`config.mk`:
```
export PLATFORM = sky130hd
export DESIGN_NAME = wake_event_smi
export DESIGN_NICKNAME = d
export VERILOG_FILES = /design/src/rtl/wake_pkg.sv /design/src/rtl/wake_sync.sv /design/src/rtl/wake_debounce.sv /design/src/rtl/wake_regs.sv /design/src/rtl/wake_event_smi.sv
export SDC_FILE = /design/constraint.sdc
export NUM_CORES = 1
export LEC_CHECK = 0
export BUFFER_PORTS_ARGS = -buffer_cell sky130_fd_sc_hd__buf_2
export CAP_MARGIN = 15
export CORE_UTILIZATION = 53
export CTS_CLUSTER_DIAMETER = 120
export DETAILED_ROUTE_END_ITERATION = 10
export MAX_ROUTING_LAYER = met4
export PLACE_DENSITY = 0.78
export SYNTH_ARGS = -nofsm -noshare
export SYNTH_HDL_FRONTEND = slang
export SYNTH_SLANG_ARGS = --single-unit
export TNS_END_PERCENT = 50
```
`constraint.sdc`:
```
create_clock -name clk -period 1.4 [get_ports clk]
set_input_delay 0.14 -clock clk [delete_from_list [all_inputs] [get_ports clk]]
set_output_delay 0.14 -clock clk [all_outputs]
set_load 0.1 [all_outputs]
```
`src/rtl/wake_pkg.sv`:
```
// Package: shared constants for the wake-pin SMI generator.
// Assumes three pins; the control register layout depends on that count.
package wake_pkg;
    localparam int unsigned NUM_WAKE   = 3;
    localparam int unsigned DB_TICKS   = 31;
    localparam int unsigned REG_W      = 8;
    localparam int unsigned CTL_EN_LSB = 4;   // SMI enable field base bit
    localparam logic        SEL_POL    = 1'b0;
    localparam logic        SEL_CTL    = 1'b1;
endpackage

```
`src/rtl/wake_sync.sv`:
```
// Module: two-flop synchroniser for one asynchronous pin.
// Assumes the pin is quasi-static with respect to clk; reset value 0.
module wake_sync (
    input  logic clk,
    input  logic rst_n,
    input  logic d_async,
    output logic q_sync
);
    logic meta_q;

    // Purpose: capture the pin in two back-to-back flops.
    always_ff @(posedge clk) begin
        if (!rst_n) begin
            meta_q <= 1'b0;
            q_sync <= 1'b0;
        end else begin
            meta_q <= d_async;
            q_sync <= meta_q;
        end
    end
endmodule

```
`src/rtl/wake_debounce.sv`:
```
// Module: tick-paced debounce filter.
// The filtered level follows the synchronised level only after TICKS
// consecutive ticks of disagreement; a return to the filtered level resets
// the count. upd_o pulses, combinationally, in the cycle the level flips.
module wake_debounce #(
    parameter int unsigned TICKS = 31
) (
    input  logic clk,
    input  logic rst_n,
    input  logic tick_i,
    input  logic lvl_i,
    output logic filt_o,
    output logic upd_o
);
    localparam int unsigned CNT_W = $clog2(TICKS + 1);
    localparam logic [CNT_W-1:0] LAST = CNT_W'(TICKS - 1);

    logic [CNT_W-1:0] cnt_q;
    logic             differs;

    // Purpose: detect disagreement and the final qualifying tick.
    always_comb begin
        differs = (lvl_i != filt_o);
        upd_o   = differs && tick_i && (cnt_q == LAST);
    end

    // Purpose: count qualifying ticks and flip the filtered level.
    always_ff @(posedge clk) begin
        if (!rst_n) begin
            cnt_q  <= '0;
            filt_o <= 1'b0;
        end else if (!differs) begin
            cnt_q  <= '0;
        end else if (upd_o) begin
            cnt_q  <= '0;
            filt_o <= lvl_i;
        end else if (tick_i) begin
            cnt_q  <= cnt_q + 1'b1;
        end
    end

    // the filtered level moves only on a tick that ends a full count.
    a_r4_flip_on_tick: assert property (@(posedge clk) disable iff (!rst_n)
        !$stable(filt_o) |-> ($past(tick_i) && $past(cnt_q) == LAST));
    // the counter never passes the threshold.
    a_r4_cnt_bound: assert property (@(posedge clk) disable iff (!rst_n)
        cnt_q <= LAST);
endmodule

```
`src/rtl/wake_regs.sv`:
```
// Module: polarity and control registers with read mux.
// Assumes NUM_WAKE <= 3 so both fields fit the byte layout.
module wake_regs
    import wake_pkg::*;
(
    input  logic                clk,
    input  logic                rst_n,
    input  logic                wr_en,
    input  logic                sel,
    input  logic [REG_W-1:0]    wdata,
    output logic [REG_W-1:0]    rdata,
    output logic [NUM_WAKE-1:0] pol_o,
    output logic [NUM_WAKE-1:0] dir_o,
    output logic [NUM_WAKE-1:0] smien_o
);
    // Purpose: store only the implemented bits; reserved bits have no flops.
    always_ff @(posedge clk) begin
        if (!rst_n) begin
            pol_o   <= '0;
            dir_o   <= '0;
            smien_o <= '0;
        end else if (wr_en) begin
            if (sel == SEL_POL) begin
                pol_o <= wdata[NUM_WAKE-1:0];
            end else begin
                dir_o   <= wdata[NUM_WAKE-1:0];
                smien_o <= wdata[CTL_EN_LSB +: NUM_WAKE];
            end
        end
    end

    // Purpose: return the selected register, reserved bits as zero.
    always_comb begin
        rdata = '0;
        if (sel == SEL_POL) begin
            rdata[NUM_WAKE-1:0] = pol_o;
        end else begin
            rdata[NUM_WAKE-1:0]            = dir_o;
            rdata[CTL_EN_LSB +: NUM_WAKE]  = smien_o;
        end
    end

    // reserved polarity bits read zero.
    a_r2_pol_rsvd: assert property (@(posedge clk) disable iff (!rst_n)
        (sel == SEL_POL) |-> (rdata[REG_W-1:NUM_WAKE] == '0));
    // reserved control bits read zero.
    a_r3_ctl_rsvd: assert property (@(posedge clk) disable iff (!rst_n)
        (sel == SEL_CTL) |-> (rdata[7] == 1'b0 && rdata[3] == 1'b0));
endmodule

```
`src/rtl/wake_event_smi.sv`:
```
// Module: top of the debounced wake-pin SMI generator.
// Per pin: synchroniser, debounce filter, polarity, sticky status.
// An event is a filtered transition into the active level, so polarity
// writes alone cannot raise status. Assumes us_tick is a 1-cycle pulse.
module wake_event_smi
    import wake_pkg::*;
(
    input  logic                clk,
    input  logic                rst_n,
    input  logic                reg_wr_en,
    input  logic                reg_sel,
    input  logic [REG_W-1:0]    reg_wdata,
    output logic [REG_W-1:0]    reg_rdata,
    input  logic                sts_clr_en,
    input  logic [NUM_WAKE-1:0] sts_clr_mask,
    output logic [NUM_WAKE-1:0] sts_q,
    input  logic                us_tick,
    input  logic [NUM_WAKE-1:0] alt_route_en,
    input  logic [NUM_WAKE-1:0] wake_pin_raw,
    output logic                smi_req,
    output logic                alt_req
);
    logic [NUM_WAKE-1:0] pol, dir, smien;
    logic [NUM_WAKE-1:0] lvl_sync, filt, upd, evt, clr;

    wake_regs u_regs (
        .clk     (clk),
        .rst_n   (rst_n),
        .wr_en   (reg_wr_en),
        .sel     (reg_sel),
        .wdata   (reg_wdata),
        .rdata   (reg_rdata),
        .pol_o   (pol),
        .dir_o   (dir),
        .smien_o (smien)
    );

    for (genvar i = 0; i < NUM_WAKE; i++) begin : g_pin
        wake_sync u_sync (
            .clk     (clk),
            .rst_n   (rst_n),
            .d_async (wake_pin_raw[i]),
            .q_sync  (lvl_sync[i])
        );

        wake_debounce #(.TICKS(DB_TICKS)) u_db (
            .clk    (clk),
            .rst_n  (rst_n),
            .tick_i (us_tick),
            .lvl_i  (lvl_sync[i]),
            .filt_o (filt[i]),
            .upd_o  (upd[i])
        );

        // Purpose: event when the new filtered level is the active one.
        always_comb evt[i] = upd[i] && (lvl_sync[i] ^ pol[i]);
    end

    // Purpose: form the write-1-to-clear mask.
    always_comb clr = sts_clr_en ? sts_clr_mask : '0;

    // Purpose: sticky status, a new event beats a simultaneous clear.
    always_ff @(posedge clk) begin
        if (!rst_n) sts_q <= '0;
        else        sts_q <= (sts_q & ~clr) | evt;
    end

    // Purpose: SMI gate and the overridden second routing path.
    always_comb begin
        smi_req = |(sts_q & smien & ~dir);
        alt_req = |(sts_q & alt_route_en & ~smien);
    end

    // a status bit only drops after a clear request for it.
    a_r7_sticky: assert property (@(posedge clk) disable iff (!rst_n)
        $fell(|(sts_q & ~($past(clr)))) |-> 1'b0 || $past(sts_clr_en));
    // status rises only from a filter update.
    a_r6_no_false_evt: assert property (@(posedge clk) disable iff (!rst_n)
        $rose(sts_q[0]) |-> $past(upd[0]));
    // SMI never asserts for a pin configured as an output only.
    a_r8_needs_input: assert property (@(posedge clk) disable iff (!rst_n)
        smi_req |-> (|(~dir & smien)));
endmodule

```
# --- After elaboration in Yosys (flattened, before gate mapping) ---
# Cells that the tools add are included.
op_classes:
  add_sub_neg: 3
  n_eq_ne: 6
  muxes: 3
  n_bitwise: 17
  n_reduce_logical: 19
op_table:
  columns: ["operator", "count"]
  rows:
  - ["adder 5 x 1 -> 5 bit (second input constant)", 3]
  - ["AND 3 bit", 5]
  - ["equality test 5 bit (second input constant)", 3]
  - ["OR reduction 3 bit", 5]
  - ["AND reduction 2 bit", 5]
  - ["logical AND 1 bit", 9]
  - ["two-way mux 3 bit", 3]
  - ["NOT 3 bit", 3]
  - ["NOT 1 bit", 5]
  - ["inequality test 1 bit", 3]
  - ["bitwise OR 3 bit", 1]
  - ["bitwise XOR 1 bit", 3]
word_totals:
  regBits: 36
  out_inout_bits: 13

# --- Longest topological paths before layout ---
# Gate-level depths: netlist of run 1.
depth:
  depth_word: 5
  ltp_mapped: 5
  ltp_nobuf: 5

# --- Hierarchy ---
# From an unflattened synthesis of run 1, not the netlist that was laid out.
unflattened:
  cells_unflattened: 185
  area_unflattened_um2: 1750.4
by_module_without_submodules:
  columns: ["module", "n_inst", "cells_each", "area_each_um2", "seq_area_each_um2"]
  rows:
  - ["wake_debounce", 3, 34, 315.3, 120.1]
  - ["wake_regs", 1, 47, 442.9, 180.2]
  - ["wake_event_smi", 1, 24, 203.9, 60.1]
  - ["wake_sync", 3, 4, 52.6, 40.0]

# --- Worst setup path after synthesis of run 1 ---
# OpenSTA, ideal clock, no wires.
synth_path:
  path_type: "reg-to-output"
  start: "register sts_q[2]"
  end: "output port alt_req"
  arrival_time_ps: 3190
  slack_ps: -1930
  stages_incl_launch_ff: 3
  path_cell_list: "dfxtp_1 > nand2_1 > o21ai_0"
synth_via:
  elab_chain_len: 3
synth_rtl:
  columns: ["item", "line", "rtl"]
  rows:
  - ["start, declared", "wake_event_smi.sv:16", "output logic [NUM_WAKE-1:0] sts_q,"]
  - ["start signal, assigned", "wake_event_smi.sv:65", "else sts_q <= (sts_q & ~clr) | evt;"]
  - ["AND 3 bit (2 in a row)", "wake_event_smi.sv:71", "alt_req = |(sts_q & alt_route_en & ~smien);"]
  - ["OR reduction 3 bit", "wake_event_smi.sv:71", null]
  - ["end, declared", "wake_event_smi.sv:21", "output logic alt_req"]
# No other way between the ends.

# --- Final worst setup path of run 1 ---
layout_path:
  start: "register sts_q[0]"
  end: "output port alt_req"
# Same word-level chain as after synthesis.

==> results.tsv, run 1 <==
stage	metric	value	unit
floorplan	pin_count	36	
timing	fmaxAchievable	0.724	GHz
timing	slew_viol_final	0	
cts	cts_tree	done	
cts	h-tree-depth	2	
job	drv_cap	0	
grt	antenna_found_initial	0	
critical_path	r2r_start	g_pin[0].u_db.cnt_q[0]$_SDFFE_PP0P_	
floorplan	die_area	3370	µm²
logic_synthesis	seq_area_frac_synth	43.3	%
timing	skew	10.7	ps
pwr	vdd_drop_max	0.611	mV
cts	clk_pin_slew	100	ps
drt	wl	3160	µm
pwr	power_density	880	nW/µm²
final_layout	nets	252	
critical_path	start_kind	flip-flop	
logic_synthesis	ys.flop_type	dfxtp_1	
timing	rsz0062_at_grt	true	
worst_hold_path	worst_hold_path.endpoint	g_pin[0].u_sync.meta_q$_SDFF_PN0_	
critical_path	slowest_stage	dfxtp_4	
timing	hold_viol	0	
logic_synthesis	yosys_warnings	0	
logic_synthesis	yosysUniqueCellTypes	35	
critical_path	path_cells	nand2_2 -> o22a_1 -> o21ai_4 -> buf_12	
cts	cts_sinks	36	
critical_path	critPathCaptureType	output port	
final_layout	layout-drive-gt1-share	25.6	%
logic_synthesis	synth_common_cells	dfxtp_1 (36), nand2_1 (25), nor2_1 (17)	
drt	avgRoutedWirePerCell	11.9	µm
cts	cts_made_buffers	5	
worst_hold_path	hp-start	wake_pin_raw[0]	
drt	ant_nets	0	
timing	post-route-period-util	98.7	%
grt	grt_max_degree	23	
cts	clkLatencyLatePin	330	ps
drt	drc	6	
logic_synthesis	synthTopCellsByArea	dfxtp_1 (43%), nand2_1 (5.6%), xor2_1 (5.3%)	
placement	placed_cell_area	1930	µm²
critical_path	rr_worst_depth	5	
drt	dr.pass1.iters	8	
worst_hold_path	hold_class	in -> reg	
floorplan	die_h	58.1	µm
logic_synthesis	synth_top_area_share	43.3	%
grt	grt_pass1_vias	1272	
pwr	fin_total_pwr	0.00178	W
critical_path	ff2ff_setup_slack	100	ps
pwr	p_leak	0.789	nW
final_layout	multi_input_area	931	µm²
cts	clockBufferDepth	2	
drt	drtIter0Drc	47	
critical_path	crit_arrival	1240	ps
placement	place_ws	104	ps
floorplan	rows	19	
drt	routed_via_density	5.22	
critical_path	path_class	reg -> out	
floorplan	die_w	58.1	µm
status	violations	design-rule violations	
placement	io_buffers	31	
critical_path	worstPathRequired	1260	ps
logic_synthesis	syn_area	1670	µm²
final_layout	area_growth	21.6	%
logic_synthesis	ys_ff_latch	36	
floorplan	core-area	2880	µm²
logic_synthesis	avgSynthCellArea	8.86	µm²
grt	grt_usage	21.6	%
final_layout	regArea	733	µm²
timing	min_period	1380	ps
logic_synthesis	synthArstFlopShare	0	%
logic_synthesis	synth_cells	188	
floorplan	initial_core_util	57.9	%
grt	overflow	0	
final_layout	n_fill_cell	248	
worst_hold_path	hold_depth	2	
critical_path	cp_max_fo	3	
critical_path	cpPeakStageDelay	380	ps
timing	setup_viol	0	
drt	num_vias	1384	
grt	grt_pass1_wl	5410	µm
cts	clockRootBuffer	clkbuf_4	
timing	fin_ws	18.1	ps
status	status	finished with violations	
final_layout	fin_area	2030	µm²
logic_synthesis	yosysTopAreaCell	dfxtp_1	
final_layout	insertedDiodeCount	0	
placement	dp_hpwl	2400	µm
timing	hold-worst-slack	26.4	ps
logic_synthesis	synth-edff-count	0	
logic_synthesis	yosysMostFrequentCell	dfxtp_1	
critical_path	r2r_end	g_pin[0].u_db.cnt_q[0]$_SDFFE_PP0P_	
placement	gp_congestion	0.870	
layout by cell type, fill, tap and decap left out, types with 2 or more instances in the layout:
cell type  count
inv_1          3
nand3_1       13
and2_1         9
dfxtp_4        2
o21ai_0        4
nor2_1        17
nand4_1        6
clkbuf_1       2
mux2_2         3
conb_1         2
dfxtp_1       30
clkbuf_4       5
a21oi_1        5
nor2b_1        4
nand2_2        2
ha_1           6
dfxtp_2        4
buf_12         3
nand2_1       23
and3b_1        2
a211oi_2       2
a21boi_0       7
xor2_1        10
buf_4          9
buf_2         23
xnor2_1        3
o31ai_1        4
o211ai_1       4
mux2i_1        3
layout make-up:
cell class	instances	share of cell area (%)
repair buffers	36	12.5
inverters	3	0.556
flip-flops and latches	36	36.2
clock buffers	7	2.22
multi-input cells	141	46.0
well taps	42	2.59
how the worst max path moves through the flow:
stage          cells after the start                           startpoint                                   to
3_5_place_dp                       5  g_pin[1].u_db.cnt_q[0]$_SDFFE_PP0P_  g_pin[1].u_db.cnt_q[1]$_SDFFE_PP0P_
3_3_place_gp                       5  g_pin[2].u_db.cnt_q[0]$_SDFFE_PP0P_  g_pin[2].u_db.cnt_q[1]$_SDFFE_PP0P_
5_1_grt                            4                  sts_q[0]$_SDFF_PN0_                              alt_req
6_report                           4                  sts_q[0]$_SDFF_PN0_                              alt_req
4_1_cts                            4                  sts_q[0]$_SDFF_PN0_                              alt_req
2_1_floorplan                      2                  sts_q[2]$_SDFF_PN0_                              smi_req
flip-flops by register name (all words and copies together) (netlist names):
register,flops
g_pin.u_db.cnt_q,15
g_pin.u_db.filt_o,3
g_pin.u_sync.meta_q,3
g_pin.u_sync.q_sync,3
sts_q,3
u_regs.dir_o,3
u_regs.pol_o,3
u_regs.smien_o,3
metrics by stage:
step / setup TNS [ps] / std cells / util, %
floorplan: 0 / 189 / -
global route: -34.3 / 265 / 70.4
CTS: -8.93 / 262 / 69.0
detailed placement: 0 / 255 / 67.0
global placement: 0 / 255 / 67.0
finish: 0 / 265 / 70.4
report_power, final:
part	switching (W)	internal, W
Clock	0.000306	0.000189
Sequential	0.0000201	0.00104
Combinational	0.000148	0.0000757
worst max-delay path: cells and delay by family (launching register included):
kind	cells	cell delay, ps
DFF	1	380
buffers and inverters	1	190
and+or+nand+nor	1	40
AOI/OAI and AO/OA	2	310
metal layers:
layer,track usage [%],wire length [µm]
met1,23.9,1400
met2,37.9,1570
met3,5.13,154
met4,7.48,38
met5,-,0
logic make-up (layout without fill, tap and decap cells):
group	after synthesis	count (layout)	share of synthesized area, %
compound gates	31	31	12.9
xor+xnor	13	13	6.84
fa+ha+maj	6	6	4.51
buf+inv	12	46	3.68
flops	36	36	43.3
mux	6	6	3.83
other cells	1	2	0.225
simple gates	83	83	24.7
what timing repair did:
item | CTS | global route
setup buffers | 0 | 2
setup endpoints to repair | 6 | 8
resized for setup | 5 | 6
hold buffers | 0 | 1
pin swaps | 0 | 2
endpoints found under the hold margin | 0 | 1
Note: power is estimated with default switching activity, not from simulation.
==> inputs of run 2 (changes only) <==
--- a/config.mk
+++ b/config.mk
@@ -6,7 +6,6 @@
 export NUM_CORES = 1
 export LEC_CHECK = 0
 export BUFFER_PORTS_ARGS = -buffer_cell sky130_fd_sc_hd__buf_2
-export CAP_MARGIN = 15
 export CORE_UTILIZATION = 53
 export CTS_CLUSTER_DIAMETER = 120
 export DETAILED_ROUTE_END_ITERATION = 10
==> constraint.sdc (replaced) <==
create_clock -name clk -period 1.4 [get_ports clk]
set_input_delay 0 -clock clk [delete_from_list [all_inputs] [get_ports clk]]
set_output_delay 0 -clock clk [all_outputs]
set_load 0.1 [all_outputs]
==> run 2 against run 1 <==
  * The flow still finishes with violations (design-rule violations)
  * Cell count up 3.4%
  * Clock power up 14%
  * Register-to-register slack about the same
  * Sequential power about the same
  * Non-clock buffer count up 8
  * Clock-buffer cell count up 1
  * Total power up 4.7%
  * Critical path type unchanged
  * Critical endpoint is now reg_rdata[0]
  * Largest cell class unchanged
  * Largest power group unchanged
  * Highest routed layer unchanged
==> results.tsv, run 2 (synthesis gave the netlist of run 1 again) <==
stage	metric	value	unit	change
timing	setup_viol	0		unchanged
final_layout	fin_util	72.7	%	was 70.4%
final_layout	nets	260		was 252
critical_path	rr_worst_depth	5		unchanged
final_layout	final_cell_mix	dfxtp_1 (32), buf_2 (28), nand2_1 (25)		was dfxtp_1 (30), nand2_1 (23), buf_2 (23)
critical_path	worstPathBufferInverterCount	1		unchanged
cts	cts_tree	done		unchanged
critical_path	ff2ff_setup_slack	90	ps	was 100 ps
drt	dr.pass1.iters	7		was 8
critical_path	worstPathRequired	1400	ps	was 1260 ps
drt	routed_via_density	5.16		was 5.22
floorplan	die_area	3370	µm²	unchanged
drt	drtIter0Drc	117		was 47
final_layout	area_growth	25.6	%	was 21.6%
pwr	p_sw_share	26.1	%	was 26.6%
job	drv_cap	0		unchanged
timing	fin_ws	64.8	ps	was 18.1 ps
cts	cts_sinks	36		unchanged
cts	cts_made_buffers	5		unchanged
placement	gp_congestion	0.844		was 0.870
critical_path	endpoint	reg_rdata[0]		was alt_req
placement	placed_cell_area	1900	µm²	was 1930 µm²
pwr	seqPwrFrac	57.0	%	was 59.6%
cts	h-tree-depth	2		unchanged
worst_hold_path	hold_class	in -> reg		unchanged
critical_path	cp_max_fo	3		unchanged
placement	dp_hpwl	2350	µm	was 2400 µm
pwr	power_density	892	nW/µm²	was 880 nW/µm²
placement	io_buffers	31		unchanged
drt	drc	7		was 6
critical_path	cpPeakStageDelay	420	ps	was 380 ps
grt	antenna_found_initial	0		unchanged
final_layout	largest_register	g_pin.u_db.cnt_q		unchanged
floorplan	initial_core_util	57.9	%	unchanged
drt	num_vias	1413		was 1,384
floorplan	core-area	2880	µm²	unchanged
critical_path	r2r_start	g_pin[2].u_db.cnt_q[0]$_SDFFE_PP0P_		was g_pin[0].u_db.cnt_q[0]$_SDFFE_PP0P_
final_layout	insertedDiodeCount	0		unchanged
critical_path	slowest_stage	dfxtp_1		was dfxtp_4
timing	hold_viol	0		unchanged
drt	ant_nets	0		unchanged
status	status	finished with violations		unchanged
pwr	comb_power_share	12.7	%	was 12.5%
pwr	switchingPower	0.000487	W	was 0.000474 W
cts	clockRootBuffer	clkbuf_4		unchanged
drt	wl	3270	µm	was 3160 µm
final_layout	n_fill_cell	222		was 248
critical_path	startpoint	u_regs.dir_o[0]$_SDFFE_PN0P_		was sts_q[0]$_SDFF_PN0_
critical_path	path_cells	mux2_2 -> buf_2		was nand2_2 -> o22a_1 -> o21ai_4 -> buf_12
grt	grt_usage	22.8	%	was 21.6%
grt	grt_pass1_wl	5700	µm	was 5410 µm
timing	min_period	1340	ps	was 1380 ps
grt	overflow	0		unchanged
pwr	p_clk_share	30.4	%	was 27.8%
grt	grt_max_degree	22		was 23
floorplan	pin_count	36		unchanged
final_layout	layout_commonest_cell	dfxtp_1		unchanged
timing	post-route-period-util	95.4	%	was 98.7%
cts	clk_pin_slew	100	ps	about the same
drt	avgRoutedWirePerCell	11.9	µm	about the same
status	violations	design-rule violations		unchanged
critical_path	path_class	reg -> out		unchanged
pwr	fin_total_pwr	0.00187	W	was 0.00178 W
pwr	vdd_drop_max	0.596	mV	was 0.611 mV
floorplan	die_w	58.1	µm	unchanged
final_layout	layout-drive-gt1-share	22.0	%	was 25.6%
timing	hold-worst-slack	1.27	ps	was 26.4 ps
timing	rsz0062_at_grt	true		unchanged
final_layout	fin_area	2090	µm²	was 2030 µm²
critical_path	crit_arrival	1340	ps	was 1240 ps
critical_path	crit_family	flip-flops		unchanged
grt	grt_pass1_vias	1349		was 1,272
timing	skew	9.27	ps	was 10.7 ps
pwr	p_leak	0.820	nW	was 0.789 nW
critical_path	start_kind	flip-flop		unchanged
critical_path	r2r_end	g_pin[2].u_db.cnt_q[1]$_SDFFE_PP0P_		was g_pin[0].u_db.cnt_q[0]$_SDFFE_PP0P_
floorplan	die_h	58.1	µm	unchanged
timing	slew_viol_final	0		unchanged
cts	clockBufferDepth	2		unchanged
final_layout	largest_reg_flops	15		unchanged
floorplan	rows	19		unchanged
cts	clkLatencyLatePin	330	ps	about the same
timing	fmaxAchievable	0.749	GHz	was 0.724 GHz
critical_path	cp.depth	2		was 4
pwr	intPower	0.00138	W	was 0.00131 W
critical_path	critPathCaptureType	output port		unchanged
placement	place_ws	104	ps	about the same
cts	post_cts_buffers	0		unchanged
[run 2: cell count changes in the layout (fill, tap and decap cells not counted), sizes merged]
cell / delta
dlygate4sd3: +11
buf: -4
clkbuf: +2
[run 2: metrics by stage]
| stage | TNS, ps | cells |
|---|---|---|
| floorplan | 0 | 189 |
| global placement | 0 | 254 |
| detailed placement | 0 | 254 |
| CTS | 0 | 274 |
| global route | -10.5 | 274 |
| finish | 0 | 274 |
[run 2: worst min-delay path by stage]
stage                         start                                 to  slack, ps  cells past startpoint
floorplan           wake_pin_raw[0]  g_pin[0].u_sync.meta_q$_SDFF_PN0_        130                      1
global placement    wake_pin_raw[2]  g_pin[2].u_sync.meta_q$_SDFF_PN0_        200                      2
detailed placement  wake_pin_raw[0]  g_pin[0].u_sync.meta_q$_SDFF_PN0_        210                      2
CTS                      sts_clr_en                sts_q[2]$_SDFF_PN0_          8                      4
global route             sts_clr_en                sts_q[2]$_SDFF_PN0_          4                      4
finish                   sts_clr_en                sts_q[0]$_SDFF_PN0_          1                      4
[run 2: power by group through the flow]
stage	logic [W]	clock network, W	registers (W)
floorplan	0.000165	0	0.00108
global route	0.000258	0.000623	0.00107
CTS	0.000234	0.000575	0.00106
detailed placement	0.000208	0	0.00109
finish	0.000236	0.000566	0.00106
global placement	0.000204	0	0.00108
[run 2: area by class of cell]
type                    instances  area, µm²  share of cell area (%)
flip-flops and latches         36        731                    34.9
clock buffers                   8       58.8                    2.81
well taps                      42       52.6                    2.51
multi-input cells             141        923                    44.1
repair buffers                 44        315                    15.1
inverters                       3       11.3                   0.538
[run 2: what timing repair did]
| action | CTS | global route |
|---|---|---|
| gates resized for setup | 0 | 4 |
| hold endpoints to repair | 15 | 0 |
| endpoints found under the setup margin | 0 | 5 |
| hold buffers | 12 | 0 |
[run 2: worst min-delay path, cell delays in order]
cell and delay, ps:
buf_2 120, nand2_1 60, nand3_1 70, o31ai_1 50
[run 2: per-layer routing]
layer / vias to the layer above / GRT usage (%) / part of all wire, %
met2: 37 / 38.8 / 47
met4: 0 / 8.16 / 1.0
met5: - / - / 0
met3: 5 / 4.91 / 4.7
met1: 638 / 26.4 / 47
li1: 733 / - / -
==> inputs of run 3 (changes only) <==
--- a/config.mk
+++ b/config.mk
@@ -6,11 +6,14 @@
 export NUM_CORES = 1
 export LEC_CHECK = 0
 export BUFFER_PORTS_ARGS = -buffer_cell sky130_fd_sc_hd__buf_2
-export CORE_UTILIZATION = 53
+export CELL_PAD_IN_SITES_DETAIL_PLACEMENT = 0
+export CELL_PAD_IN_SITES_GLOBAL_PLACEMENT = 1
+export CORE_UTILIZATION = 40
 export CTS_CLUSTER_DIAMETER = 120
 export DETAILED_ROUTE_END_ITERATION = 10
 export MAX_ROUTING_LAYER = met4
-export PLACE_DENSITY = 0.78
+export PLACE_DENSITY_LB_ADDON = 0.1
+export RECOVER_POWER = 100
 export SYNTH_ARGS = -nofsm -noshare
 export SYNTH_HDL_FRONTEND = slang
 export SYNTH_SLANG_ARGS = --single-unit
==> constraint.sdc (replaced) <==
create_clock -name clk -period 1.5 [get_ports clk]
set_input_delay 0 -clock clk [delete_from_list [all_inputs] [get_ports clk]]
set_output_delay 0 -clock clk [all_outputs]
set_load 0.1 [all_outputs]
==> run 3 against run 2 <==
  * The flow now finishes without violations
  * Combinational power decreased by 9.7%
  * Via count decreased by 1.3%
  * First-iteration DRC count decreased by 63%
  * Critical endpoint is now smi_req
  * Largest cell class unchanged
  * Highest routed layer unchanged
==> results.tsv, run 3 (synthesis gave the netlist of run 1 again) <==
stage	metric	value	unit	change
critical_path	path_class	reg -> out		unchanged
critical_path	cpPeakStageDelay	450	ps	was 420 ps
floorplan	die_area	4430	µm²	was 3370 µm²
floorplan	die_w	66.5	µm	was 58.1 µm
final_layout	layout-drive-gt1-share	19.6	%	was 22.0%
pwr	vdd_drop_max	0.547	mV	was 0.596 mV
cts	cts_made_buffers	5		unchanged
critical_path	critPathCaptureType	output port		unchanged
floorplan	pin_count	36		unchanged
timing	setup_viol	0		unchanged
timing	rsz0062_at_grt	false		was true
drt	drtIter0Drc	43		was 117
placement	gp_congestion	0.737		was 0.844
status	status	finished, final reports clean		was finished with violations
pwr	switchingPower	0.000467	W	was 0.000487 W
drt	dr.pass1.iters	4		was 7
cts	clk_pin_slew	60	ps	was 100 ps
final_layout	largest_reg_flops	15		unchanged
critical_path	crit_family	buffers and inverters		was flip-flops
drt	drc	0		was 7
floorplan	die_h	66.5	µm	was 58.1 µm
final_layout	regArea	724	µm²	was 731 µm²
floorplan	core-area	4000	µm²	was 2880 µm²
grt	antenna_found_initial	0		unchanged
drt	avgRoutedWirePerCell	11.7	µm	was 11.9 µm
drt	wl	3280	µm	was 3270 µm
critical_path	slowest_stage	buf_2		was dfxtp_1
timing	fmaxAchievable	0.696	GHz	
final_layout	fin_util	51.4	%	was 72.7%
floorplan	initial_core_util	41.6	%	was 57.9%
timing	hold_viol	0		unchanged
cts	clockRootBuffer	clkbuf_8		was clkbuf_4
timing	post-route-period-util	95.7	%	
drt	ant_nets	0		unchanged
critical_path	worstPathRequired	1500	ps	was 1400 ps
pwr	p_clk_share	36.1	%	was 30.4%
cts	cts_sinks	36		unchanged
timing	setup_tns	0	ps	unchanged
critical_path	path_cells	nand2_1 -> o221ai_4 -> buf_2		was mux2_2 -> buf_2
grt	grt_usage	17.4	%	was 22.8%
critical_path	start_kind	flip-flop		unchanged
timing	slew_viol_final	0		unchanged
job	drv_cap	0		unchanged
drt	routed_via_density	4.98		was 5.16
pwr	seqPwrFrac	52.6	%	was 57.0%
timing	min_period	1440	ps	
pwr	p_sw_share	24.7	%	was 26.1%
grt	grt_pass1_vias	1302		was 1,349
placement	dp_hpwl	2470	µm	was 2350 µm
timing	slew_headroom	64.1	%	
critical_path	cp_max_fo	4		was 3
placement	placed_cell_area	1880	µm²	was 1900 µm²
critical_path	worstPathBufferInverterCount	1		unchanged
cts	clkLatencyLatePin	280	ps	was 330 ps
final_layout	insertedDiodeCount	0		unchanged
cts	h-tree-depth	2		unchanged
final_layout	layout_commonest_cell	dfxtp_1		unchanged
cts	cts_tree	done		unchanged
pwr	power_density	921	nW/µm²	was 892 nW/µm²
final_layout	multi_input_area	911	µm²	was 923 µm²
cts	clockBufferDepth	2		unchanged
critical_path	crit_arrival	1440	ps	was 1340 ps
floorplan	rows	23		was 19
pwr	p_leak	0.797	nW	was 0.820 nW
drt	num_vias	1394		was 1,413
final_layout	largest_register	g_pin.u_db.cnt_q		unchanged
final_layout	n_fill_cell	389		was 222
worst_hold_path	hold_class	in -> reg		unchanged
timing	tightest_slew	541	ps	
final_layout	area_growth	23.4	%	was 25.6%
cts	post_cts_buffers	0		unchanged
grt	grt_max_degree	19		was 22
grt	grt_pass1_wl	5550	µm	was 5700 µm
timing	skew	2.74	ps	was 9.27 ps
pwr	intPower	0.00143	W	was 0.00138 W
final_layout	fin_area	2060	µm²	was 2090 µm²
final_layout	final_cell_mix	dfxtp_1 (33), nand2_1 (25), buf_2 (19)		was dfxtp_1 (32), buf_2 (28), nand2_1 (25)
placement	io_buffers	31		unchanged
pwr	comb_power_share	11.2	%	was 12.7%
final_layout	nets	258		was 260
grt	overflow	0		unchanged
## run 3: changes by cell type in the layout (fill, tap and decap cells not counted), moves of 3 or more
cell | previous run | this run
buf_2 | 28 | 19
clkbuf_8 | 1 | 6
clkbuf_2 | 0 | 9
dlygate4sd3_1 | 12 | 9
clkbuf_1 | 2 | 5
clkbuf_4 | 6 | 0
## run 3: what timing repair did
| item | in CTS | in global routing |
|---|---|---|
| gates resized for setup | 0 | 0 |
| endpoints found under the hold margin | 10 | 0 |
| hold buffers | 9 | 0 |
## run 3: through the flow
| stage | hold WS (ps) | power [W] | std cells | setup slack [ps] |
|---|---|---|---|---|
| floorplan | 127 | 0.00117 | 189 | 33.8 |
| global placement | 206 | 0.00121 | 263 | 264 |
| detailed placement | 213 | 0.00122 | 263 | 218 |
| CTS | 0.657 | 0.00193 | 280 | 40.8 |
| global route | 16.4 | 0.00199 | 280 | 4.60 |
| finish | 10.8 | 0.00189 | 280 | 63.8 |
## run 3: metal layers
layer	part of all wire, %	vias up	GRT usage [%]
met5	0	-	-
met4	1.2	0	7.18
met3	4.8	4	5.14
met2	46	35	28.4
met1	48	631	20.0
li1	-	724	-
## run 3: path summary, 6_finish.rpt
path	startpoint	to	slack, ps	cells past startpoint
worst max register to register	g_pin[2].u_db.cnt_q[0]$_SDFFE_PP0P_	g_pin[2].u_db.cnt_q[1]$_SDFFE_PP0P_	170	5
worst min-delay path	sts_clr_mask[2]	sts_q[2]$_SDFF_PN0_	10	4
worst max-delay path	u_regs.smien_o[2]$_SDFFE_PN0P_	smi_req	60	3
worst min register to register	g_pin[1].u_sync.meta_q$_SDFF_PN0_	g_pin[1].u_sync.q_sync$_SDFF_PN0_	440	1
## run 3: power by group through the flow
stage / sequential (W) / combinational (W) / clock, W
6_report: 0.000997 / 0.000213 / 0.000684
5_1_grt: 0.000999 / 0.000231 / 0.000761
4_1_cts: 0.000996 / 0.000216 / 0.000717
3_5_place_dp: 0.00102 / 0.000197 / 0
3_3_place_gp: 0.00102 / 0.000195 / 0
2_1_floorplan: 0.00101 / 0.000154 / 0
## run 3: layout make-up
class                   count  area share [%]
inverters                   3           0.548
repair buffers             42            12.5
multi-input cells         141            44.3
flip-flops and latches     36            35.2
clock buffers               8            4.38
well taps                  50            3.04
## run 3: worst register-to-register path, stage by stage, from the launching register on
cell and delay, ps:
dfxtp_1 390, inv_1 60, ha_1 190, nand3_1 140, o211ai_1 190, a211oi_1 270
